===== src/rtl/ej_pkg.sv =====
package ej_pkg;
  typedef enum logic [1:0] {
    FT_HEAD = 2'd0,
    FT_BODY = 2'd1,
    FT_TAIL = 2'd2,
    FT_SOLO = 2'd3
  } ftype_e;

  localparam logic [1:0] DST_CACHE = 2'd1;
  localparam logic [1:0] DST_DIR   = 2'd2;

  localparam int unsigned SINK_ANY   = 0;
  localparam int unsigned SINK_CACHE = 1;
  localparam int unsigned SINK_DIR   = 2;
endpackage


===== src/rtl/ej_assembler.sv =====
module ej_assembler
  import ej_pkg::*;
#(
  parameter int unsigned PAYLOAD_W = 8,
  parameter int unsigned FLITS     = 4,
  localparam int unsigned CW       = (FLITS > 1) ? $clog2(FLITS) : 1,
  localparam int unsigned PKT_W    = FLITS * PAYLOAD_W
) (
  input  logic                 clk_i,
  input  logic                 rst_ni,
  input  logic                 flit_valid_i,
  input  logic [1:0]           flit_type_i,
  input  logic [1:0]           flit_dest_i,
  input  logic [PAYLOAD_W-1:0] flit_payload_i,
  output logic [PKT_W-1:0]     pkt_o,
  output logic                 done_o,
  output logic                 for_cache_o,
  output logic                 for_dir_o
);
  logic [FLITS-1:0][PAYLOAD_W-1:0] slots_q;
  logic [CW-1:0]                   cnt_q;
  logic                            is_last, is_first;

  assign is_last  = (flit_type_i == FT_TAIL) || (flit_type_i == FT_SOLO);
  assign is_first = (flit_type_i == FT_HEAD) || (flit_type_i == FT_SOLO);

  always_ff @(posedge clk_i or negedge rst_ni) begin
    if (!rst_ni) begin
      slots_q     <= '0;
      cnt_q       <= '0;
      done_o      <= 1'b0;
      for_cache_o <= 1'b0;
      for_dir_o   <= 1'b0;
    end else begin
      done_o <= 1'b0;
      if (flit_valid_i) begin
        slots_q[cnt_q] <= flit_payload_i;
        if (is_last) begin
          cnt_q  <= '0;
          done_o <= 1'b1;
        end else if (cnt_q == CW'(FLITS - 1)) begin
          cnt_q <= '0;
        end else begin
          cnt_q <= cnt_q + 1'b1;
        end
        if (is_first) begin
          for_cache_o <= (flit_dest_i == DST_CACHE);
          for_dir_o   <= (flit_dest_i == DST_DIR);
        end
      end
    end
  end

  assign pkt_o = slots_q;

  p_tail_completes_r2: assert property (@(posedge clk_i) disable iff (!rst_ni)
    (flit_valid_i && is_last) |=> done_o);
  p_done_needs_tail_r2: assert property (@(posedge clk_i) disable iff (!rst_ni)
    done_o |-> $past(flit_valid_i && is_last));
  p_restart_slot0_r6: assert property (@(posedge clk_i) disable iff (!rst_ni)
    (flit_valid_i && is_last) |=> (cnt_q == '0));
endmodule


===== src/rtl/ej_filter.sv =====
module ej_filter
  import ej_pkg::*;
#(
  parameter int unsigned SINK = SINK_ANY
) (
  input  logic done_i,
  input  logic for_cache_i,
  input  logic for_dir_i,
  output logic enq_o
);
  generate
    if (SINK == SINK_CACHE) begin : g_cache
      logic unused_flag;
      assign unused_flag = for_dir_i;
      assign enq_o = done_i & for_cache_i;
    end else if (SINK == SINK_DIR) begin : g_dir
      logic unused_flag;
      assign unused_flag = for_cache_i;
      assign enq_o = done_i & for_dir_i;
    end else begin : g_any
      logic unused_flags;
      assign unused_flags = for_cache_i ^ for_dir_i;
      assign enq_o = done_i;
    end
  endgenerate
endmodule


===== src/rtl/ej_fifo.sv =====
module ej_fifo #(
  parameter int unsigned W        = 32,
  parameter int unsigned DEPTH    = 4,
  parameter int unsigned AF_LEVEL = 2,
  localparam int unsigned AW      = (DEPTH > 1) ? $clog2(DEPTH) : 1,
  localparam int unsigned OW      = $clog2(DEPTH + 1)
) (
  input  logic         clk_i,
  input  logic         rst_ni,
  input  logic         push_i,
  input  logic [W-1:0] data_i,
  input  logic         pop_i,
  output logic [W-1:0] data_o,
  output logic         empty_o,
  output logic         almost_full_o
);
  logic [W-1:0]  mem_q [DEPTH];
  logic [AW-1:0] wr_q, rd_q;
  logic [OW-1:0] occ_q;
  logic          do_push, do_pop;

  assign do_push = push_i && (occ_q != OW'(DEPTH));
  assign do_pop  = pop_i && (occ_q != '0);

  always_ff @(posedge clk_i or negedge rst_ni) begin
    if (!rst_ni) begin
      wr_q  <= '0;
      rd_q  <= '0;
      occ_q <= '0;
    end else begin
      if (do_push) wr_q <= (wr_q == AW'(DEPTH - 1)) ? '0 : wr_q + 1'b1;
      if (do_pop)  rd_q <= (rd_q == AW'(DEPTH - 1)) ? '0 : rd_q + 1'b1;
      if (do_push && !do_pop)      occ_q <= occ_q + 1'b1;
      else if (do_pop && !do_push) occ_q <= occ_q - 1'b1;
    end
  end

  always_ff @(posedge clk_i) begin
    if (do_push) mem_q[wr_q] <= data_i;
  end

  assign data_o        = mem_q[rd_q];
  assign empty_o       = (occ_q == '0);
  assign almost_full_o = (occ_q >= OW'(AF_LEVEL));

  p_no_overflow_r7: assert property (@(posedge clk_i) disable iff (!rst_ni)
    push_i |-> (occ_q != OW'(DEPTH)) || pop_i);
  p_empty_pop_ignored_r9: assert property (@(posedge clk_i) disable iff (!rst_ni)
    (pop_i && empty_o && !push_i) |=> empty_o);
  p_push_fills_r8: assert property (@(posedge clk_i) disable iff (!rst_ni)
    push_i |=> !empty_o);
endmodule


===== src/rtl/pkt_ejector.sv =====
module pkt_ejector
  import ej_pkg::*;
#(
  parameter int unsigned PAYLOAD_W = 8,
  parameter int unsigned FLITS     = 4,
  parameter int unsigned DEPTH     = 4,
  parameter int unsigned SINK      = SINK_ANY,
  localparam int unsigned PKT_W    = FLITS * PAYLOAD_W,
  localparam int unsigned AF_LEVEL = DEPTH - 2
) (
  input  logic                 clk_i,
  input  logic                 rst_ni,
  input  logic                 flit_valid_i,
  input  logic [1:0]           flit_type_i,
  input  logic [1:0]           flit_dest_i,
  input  logic [PAYLOAD_W-1:0] flit_payload_i,
  output logic                 pkt_valid_o,
  output logic [PKT_W-1:0]     pkt_data_o,
  input  logic                 pkt_consumed_i,
  output logic                 stop_o
);
  logic [PKT_W-1:0] rebuilt;
  logic             done, for_cache, for_dir, enq, fifo_empty;

  ej_assembler #(.PAYLOAD_W(PAYLOAD_W), .FLITS(FLITS)) i_assembler (
    .clk_i, .rst_ni, .flit_valid_i, .flit_type_i, .flit_dest_i, .flit_payload_i,
    .pkt_o(rebuilt), .done_o(done), .for_cache_o(for_cache), .for_dir_o(for_dir)
  );

  ej_filter #(.SINK(SINK)) i_filter (
    .done_i(done), .for_cache_i(for_cache), .for_dir_i(for_dir), .enq_o(enq)
  );

  ej_fifo #(.W(PKT_W), .DEPTH(DEPTH), .AF_LEVEL(AF_LEVEL)) i_fifo (
    .clk_i, .rst_ni, .push_i(enq), .data_i(rebuilt), .pop_i(pkt_consumed_i),
    .data_o(pkt_data_o), .empty_o(fifo_empty), .almost_full_o(stop_o)
  );

  assign pkt_valid_o = !fifo_empty;

  p_valid_rise_r3: assert property (@(posedge clk_i) disable iff (!rst_ni)
    $rose(pkt_valid_o) |-> $past(done));
endmodule


===== config.mk =====
export PLATFORM = sky130hd
export DESIGN_NAME = pkt_ejector
export DESIGN_NICKNAME = d
export VERILOG_FILES = /design/src/rtl/ej_pkg.sv /design/src/rtl/ej_assembler.sv /design/src/rtl/ej_filter.sv /design/src/rtl/ej_fifo.sv /design/src/rtl/pkt_ejector.sv
export SDC_FILE = /design/constraint.sdc
export NUM_CORES = 1
export LEC_CHECK = 0
export ABC_AREA = 0
export BUFFER_PORTS_ARGS = -buffer_cell sky130_fd_sc_hd__buf_2
export CORE_MARGIN = 3
export CORE_UTILIZATION = 40
export CTS_BUF_LIST = sky130_fd_sc_hd__clkbuf_2
export DETAILED_ROUTE_END_ITERATION = 6
export PLACE_DENSITY = 0.55
export SYNTH_ARGS = -nofsm -noshare
export SYNTH_HDL_FRONTEND = slang
export SYNTH_SLANG_ARGS = --single-unit

===== constraint.sdc =====
create_clock -name clk_i -period 3.6 [get_ports clk_i]
set_input_delay 0.72 -clock clk_i [delete_from_list [all_inputs] [get_ports clk_i]]
set_output_delay 0.72 -clock clk_i [all_outputs]
set_load 0.005 [all_outputs]

==> impl_results.md, run 1 <==
- Status: complete, no violations
- Worst ir drop on vdd: 0.404 mV
- Mux share of post-synthesis cell area: 17.9%
- Top cell type's share of synthesized area: 59.4%
- Int Pwr: 0.00383 W
- GRT Resource Usage Total: 14.1%
- Mapped cell area: 6470 um^2
- Comb pwr share: 26.1%
- Critical Path AT: 2.38 ns
- Die Y: 133 um
- Post-synthesis register bit count: 170
- Antenna Cells: 0
- Routability cong.: 0.645
- Postcts setup bufs: 0
- Area occupied by multi-input gates: 1470 um^2
- Final setup margin: 0.499 ns
- Max_slew headroom: 51.7%
- Post-DRT Antenna Nets: 0
- Static leakage: 2.61 nW
- RSZ-0062 raised after global routing: no
- Worst setup SP type: flop
- Net Sw Frac: 28.4%
- Drt drc: 0
- Seq/Total Area, Yosys: 75.7%
- Number of instances in the synthesized netlist: 290
- Fill count: 1391
- IO buf count: 46
- Vias in the first global route: 3096
- Core Box Area: 15500 um^2
- CP max stage delay: 0.63 ns
- XOR/XNOR Fraction of Synth Area: 0.406%
- Max Freq: 0.322 GHz
- DRT iter0 DRCs: 161
- Initial Util: 41.6%
- Synth Area in Compound Gates: 0.406%
- Max Slew Vio Count: 0
- Final Cycle Share: 86.2%
- Min Tclk post-route: 3.10 ns
- Synth Area in Adders: 2.24%
- Setup TNS: 0 ns
- Vias per std cell: 5.03
- Synthesis warning total: 0
- Clk_lat worst skew: 0.68 ns
- Sequential Power Share: 55.7%
- Clk buf depth: 2
- Syn_nets: 317
- Clk pwr share: 18.2%
- Hold Crit Class: primary input to flop
- Clock transition at path regs: 0.20 ns
- Register Area: 4900 um^2
- Crit end category: output pin
- Worst slack at placement: 1.21 ns
- Total Die Area: 17700 um^2
- First-pass GRT wire length: 18300 um
- Final net count: 388
- CTS buffer count: 17
- Simple-gate share of the synthesized area: 1.61%
- Share of cells above drive strength 1: 42.4%
- Largest cells by area after synthesis: edfxtp_1, dfrtp_1, mux4_2
- WL/cell: 20.0 um
- PD cells: 739 nW/um^2
- Most frequent cells in the layout: edfxtp_1, buf_2, dfrtp_1, mux2_2, mux4_2
- Final hold violations: 0
- Root Buffer: clkbuf_2
- Critical-path maximum fanout: 13
- P&R area growth vs syn: 11.7%
- Crit path kind: flop to output pin
- Num ports: 50
- Chip width: 133 um
- CP max stage cell: dfrtp_2
- Initial antenna violation count: 0
- Clock skew: 0.0213 ns
- Most common library cell in the layout ignoring fill and taps: edfxtp_1
- Switching power: 0.00152 W
- WP data required: 2.88 ns
- Sink Count: 170
- Largest net degree at the start of global routing: 27
- WHS: 0.290 ns
- Post-CTS Hold Fix Bufs: 1
- Htree depth: 4
- HPWL Detailed: 7170 um
- Setup-failing EPs final: 0
- Crit-path cells: buf_4, mux4_2, buf_2
- Total gr overflow: 0
- WL final: 11700 um
- Actual slew at the worst max-slew pin: 0.723 ns
- Rows: 45
- Syn avg cell area: 22.3 um^2
- TritonCTS clock tree: yes
- Pre-antenna DRT Iters: 6
- Cell taking the most area after synthesis: edfxtp_1
- Largest family of logic cells by synthesized area: multiplexers
- CTS resizes: 0
- Maxcap violations: 0
- Synth unique cells: 26
- Via count: 2936
## routing by layer
layer,global-route usage (%),vias up,part of all wire [%]
met5,0,-,0
met4,3.94,0,0.47
met3,4.15,6,3.5
met2,22.3,65,50
met1,19.3,1566,46
li1,-,1299,-
## worst max-delay path, delay by kind of cell (launching register included)
family / cells / cell delay [ns]
DFF: 1 / 0.63
muxes: 1 / 0.59
buffers and inverters: 2 / 0.49
## final timing paths
kind	start	end	slack, ns	cells past startpoint
worst max-delay path	i_fifo.rd_q[0]$_DFFE_PN0P_	pkt_data_o[21]	0.50	3
worst min-delay path	flit_type_i[1]	i_assembler.done_o$_DFF_PN0_	0.29	2
worst max register to register	i_fifo.occ_q[2]$_DFFE_PN0P_	i_fifo.occ_q[2]$_DFFE_PN0P_	1.48	8
worst min register to register	i_assembler.pkt_o[7]$_DFFE_PN0P_	i_fifo.mem_q[0][7]$_DFFE_PP_	0.53	0
max in group asynchronous	rst_ni	i_assembler.pkt_o[28]$_DFFE_PN0P_	2.32	3
min in group asynchronous	rst_ni	i_assembler.pkt_o[11]$_DFFE_PN0P_	0.57	2
## cells in the mapped netlist (all sizes together)
cell type  count
a21boi         1
a21oi          1
and2           4
buf            8
clkbuf         1
dfrtp         42
edfxtp       128
fa             1
ha            10
inv            5
mux2          37
mux4          32
nand2          7
nand3b         1
nor2           4
nor3           1
o21ai          2
or2            1
or3            1
xnor2          1
xor2           2
## power groups by stage
stage,sequential (W),combinational [W],clock (W)
floorplan,0.00291,0.00103,0
global route,0.00304,0.00154,0.00109
detailed placement,0.00303,0.00144,0
CTS,0.00298,0.00145,0.00102
global placement,0.00299,0.00143,0
finish,0.00297,0.00140,0.000973
## metrics by stage
| stage | utilization, % | std cells | area, um^2 | total power, W |
|---|---|---|---|---|
| floorplan | - | 290 | 6470 | 0.00393 |
| global route | 46.5 | 584 | 7230 | 0.00568 |
| detailed placement | 45.0 | 552 | 6990 | 0.00447 |
| finish | 46.5 | 584 | 7230 | 0.00534 |
| CTS | 46.5 | 584 | 7230 | 0.00545 |
| global placement | 45.0 | 552 | 6990 | 0.00443 |
## registers in the layout (all words and copies together), names as in the netlist
| signal | flops |
|---|---|
| i_assembler.cnt_q | 2 |
| i_fifo.mem_q | 128 |
| i_fifo.rd_q | 2 |
| i_assembler.done_o | 1 |
| i_assembler.pkt_o | 32 |
| i_fifo.wr_q | 2 |
| i_fifo.occ_q | 3 |
## cell type report
class,count,share of cell area (%)
sequential,170,67.7
clock buffer,20,1.39
multi-input combinational,106,20.4
inverter,5,0.260
tap,211,3.65
clock inverter,11,1.80
timing repair buffer,61,4.78
## logic make-up after synthesis
kind of cell	Yosys count
flops	170
mux	69
simple gates	19
buf+inv	14
fa+ha+maj	11
compound gates	4
xor+xnor	3
No activity file was read; power rests on OpenSTA's default activity.
==> run 2: changes to the inputs <==
Settings changed: CELL_PAD_IN_SITES_DETAIL_PLACEMENT from default to 1, CELL_PAD_IN_SITES_GLOBAL_PLACEMENT from default to 2, PLACE_DENSITY 0.55 to 0.67.
==> impl_results.md, run 2 (synthesis gave the netlist of run 1 again) <==
- Clk_lat worst skew: 0.71 ns
- Maxcap violations: 0
- Max reg flops: 128
- Sequential Power Share: 56.3%
- Global routing's busiest layer: met2
- GRT Resource Usage Total: 14.5%
- Htree depth: 4
- Grt met3 use: 3.51%
- Via count: 2903
- WP data required: 2.88 ns
- Die Y: 133 um
- P&R area growth vs syn: 11.6%
- Clk buf depth: 2
- Total Die Area: 17700 um^2
- Drt drc: 0
- Crit end category: output pin
- Critical-path maximum fanout: 18
- Final hold violations: 0
- CTS resizes: 0
- Fill count: 1486
- Placed Cells incl. Taps: 545
- Int Pwr: 0.00383 W
- Non-Filler Instances: 578
- HPWL Detailed: 7340 um
- First-pass GRT wire length: 18800 um
- Post-CTS Hold Fix Bufs: 0
- Root Buffer: clkbuf_2
- Worst ir drop on vdd: 0.225 mV
- IO buf count: 46
- Setup TNS: 0 ns
- Crit path kind: flop to output pin
- Critical Path AT: 2.59 ns
- Top reg by flops: i_fifo.mem_q
- Worst setup SP type: flop
- Final Cycle Share: 92.0%
- WL/cell: 20.7 um
- CTS buffer count: 17
- Pre-antenna DRT Iters: 4
- Comb pwr share: 25.0%
- Largest net degree at the start of global routing: 43
- Total gr overflow: 0
- Max Slew Vio Count: 0
- Postcts setup bufs: 0
- Initial antenna violation count: 1
- Most common library cell in the layout ignoring fill and taps: edfxtp_1
- Clock transition at path regs: 0.22 ns
- RSZ-0062 raised after global routing: no
- Most frequent cells in the layout: edfxtp_1, buf_2, dfrtp_1, mux2_2, mux4_2
- Clock skew: 0.0221 ns
- Status: complete, no violations
- Max Freq: 0.302 GHz
- TritonCTS clock tree: yes
- Post-DRT Antenna Nets: 0
- Vias per std cell: 5.02
- Clk pwr share: 18.7%
- Share of cells above drive strength 1: 41.8%
- Routability cong.: 0.684
- Core Box Area: 15500 um^2
- Met2 Usage GRT: 24.7%
- Min Tclk post-route: 3.31 ns
- Vias in the first global route: 3287
- Hold Crit Class: primary input to async pin
- Final net count: 380
- Max_slew headroom: 26.6%
- Num ports: 50
- Initial Util: 41.6%
- DRT iter0 DRCs: 134
- Chip width: 133 um
- Actual slew at the worst max-slew pin: 1.10 ns
- PD cells: 747 nW/um^2
- Static leakage: 2.59 nW
- Setup-failing EPs final: 0
- WL final: 12000 um
- Net Sw Frac: 28.9%
- Sink Count: 170
- Rows: 45
- Switching power: 0.00156 W
- Met1 Resource Use GR: 18.3%
run 2: through the flow:
| step | worst slack [ns] | cell area (um^2) | hold slack [ns] | util (%) | power (W) |
|---|---|---|---|---|---|
| after global routing | 0.0594 | 7220 | 0.169 | 46.5 | 0.00573 |
| after floorplan | 0.926 | 6470 | 0.424 | - | 0.00393 |
| final | 0.288 | 7220 | 0.165 | 46.5 | 0.00539 |
| after detailed placement | 1.03 | 6970 | 0.495 | 44.9 | 0.00449 |
| after CTS | 0.142 | 7220 | 0.126 | 46.4 | 0.00550 |
| after global placement | 1.05 | 6970 | 0.481 | 44.9 | 0.00443 |
run 2: power by group through the flow:
stage | combinational [W] | clock [W] | sequential [W]
3_3_place_gp | 0.00138 | 0 | 0.00305
6_report | 0.00135 | 0.00101 | 0.00303
4_1_cts | 0.00140 | 0.00105 | 0.00305
2_1_floorplan | 0.00103 | 0 | 0.00291
3_5_place_dp | 0.00139 | 0 | 0.00309
5_1_grt | 0.00149 | 0.00113 | 0.00311
run 2: routing by layer:
metal / vias to the layer above / share of wire (%) / routed length, um
li1: 1287 / - / -
met1: 1549 / 44 / 5270
met2: 56 / 52 / 6170
met3: 11 / 3.0 / 361
met4: 0 / 1.5 / 178
met5: - / 0 / 0
run 2: cell type report:
type / instances / area [um^2] / area share [%]
sequential: 170 / 4900 / 67.8
multi-input combinational: 106 / 1470 / 20.4
timing repair buffer: 53 / 320 / 4.44
tap: 211 / 264 / 3.66
clock inverter: 14 / 155 / 2.15
clock buffer: 18 / 90.1 / 1.25
inverter: 5 / 18.8 / 0.260
antenna: 1 / 2.50 / 0.0347
run 2: final timing paths:
check                                                  start                            end  slack [ns]  cells past startpoint
min in group clk_i                            flit_type_i[1]   i_assembler.done_o$_DFF_PN0_        0.24                      2
hold reg to reg            i_assembler.pkt_o[21]$_DFFE_PN0P_  i_fifo.mem_q[1][21]$_DFFE_PP_        0.54                      0
setup reg to reg                 i_fifo.occ_q[0]$_DFFE_PN0P_  i_fifo.mem_q[1][25]$_DFFE_PP_        1.39                      4
hold / removal                                        rst_ni    i_fifo.occ_q[0]$_DFFE_PN0P_        0.16                      1
max in group asynchronous                             rst_ni     i_fifo.rd_q[0]$_DFFE_PN0P_        2.70                      1
setup / recovery                  i_fifo.rd_q[0]$_DFFE_PN0P_                 pkt_data_o[18]        0.29                      3
run 2: worst max-delay path: stages, from the launching register on:
cell     delay, ns
dfrtp_2       0.87
buf_4         0.33
mux4_2        0.53
buf_2         0.14
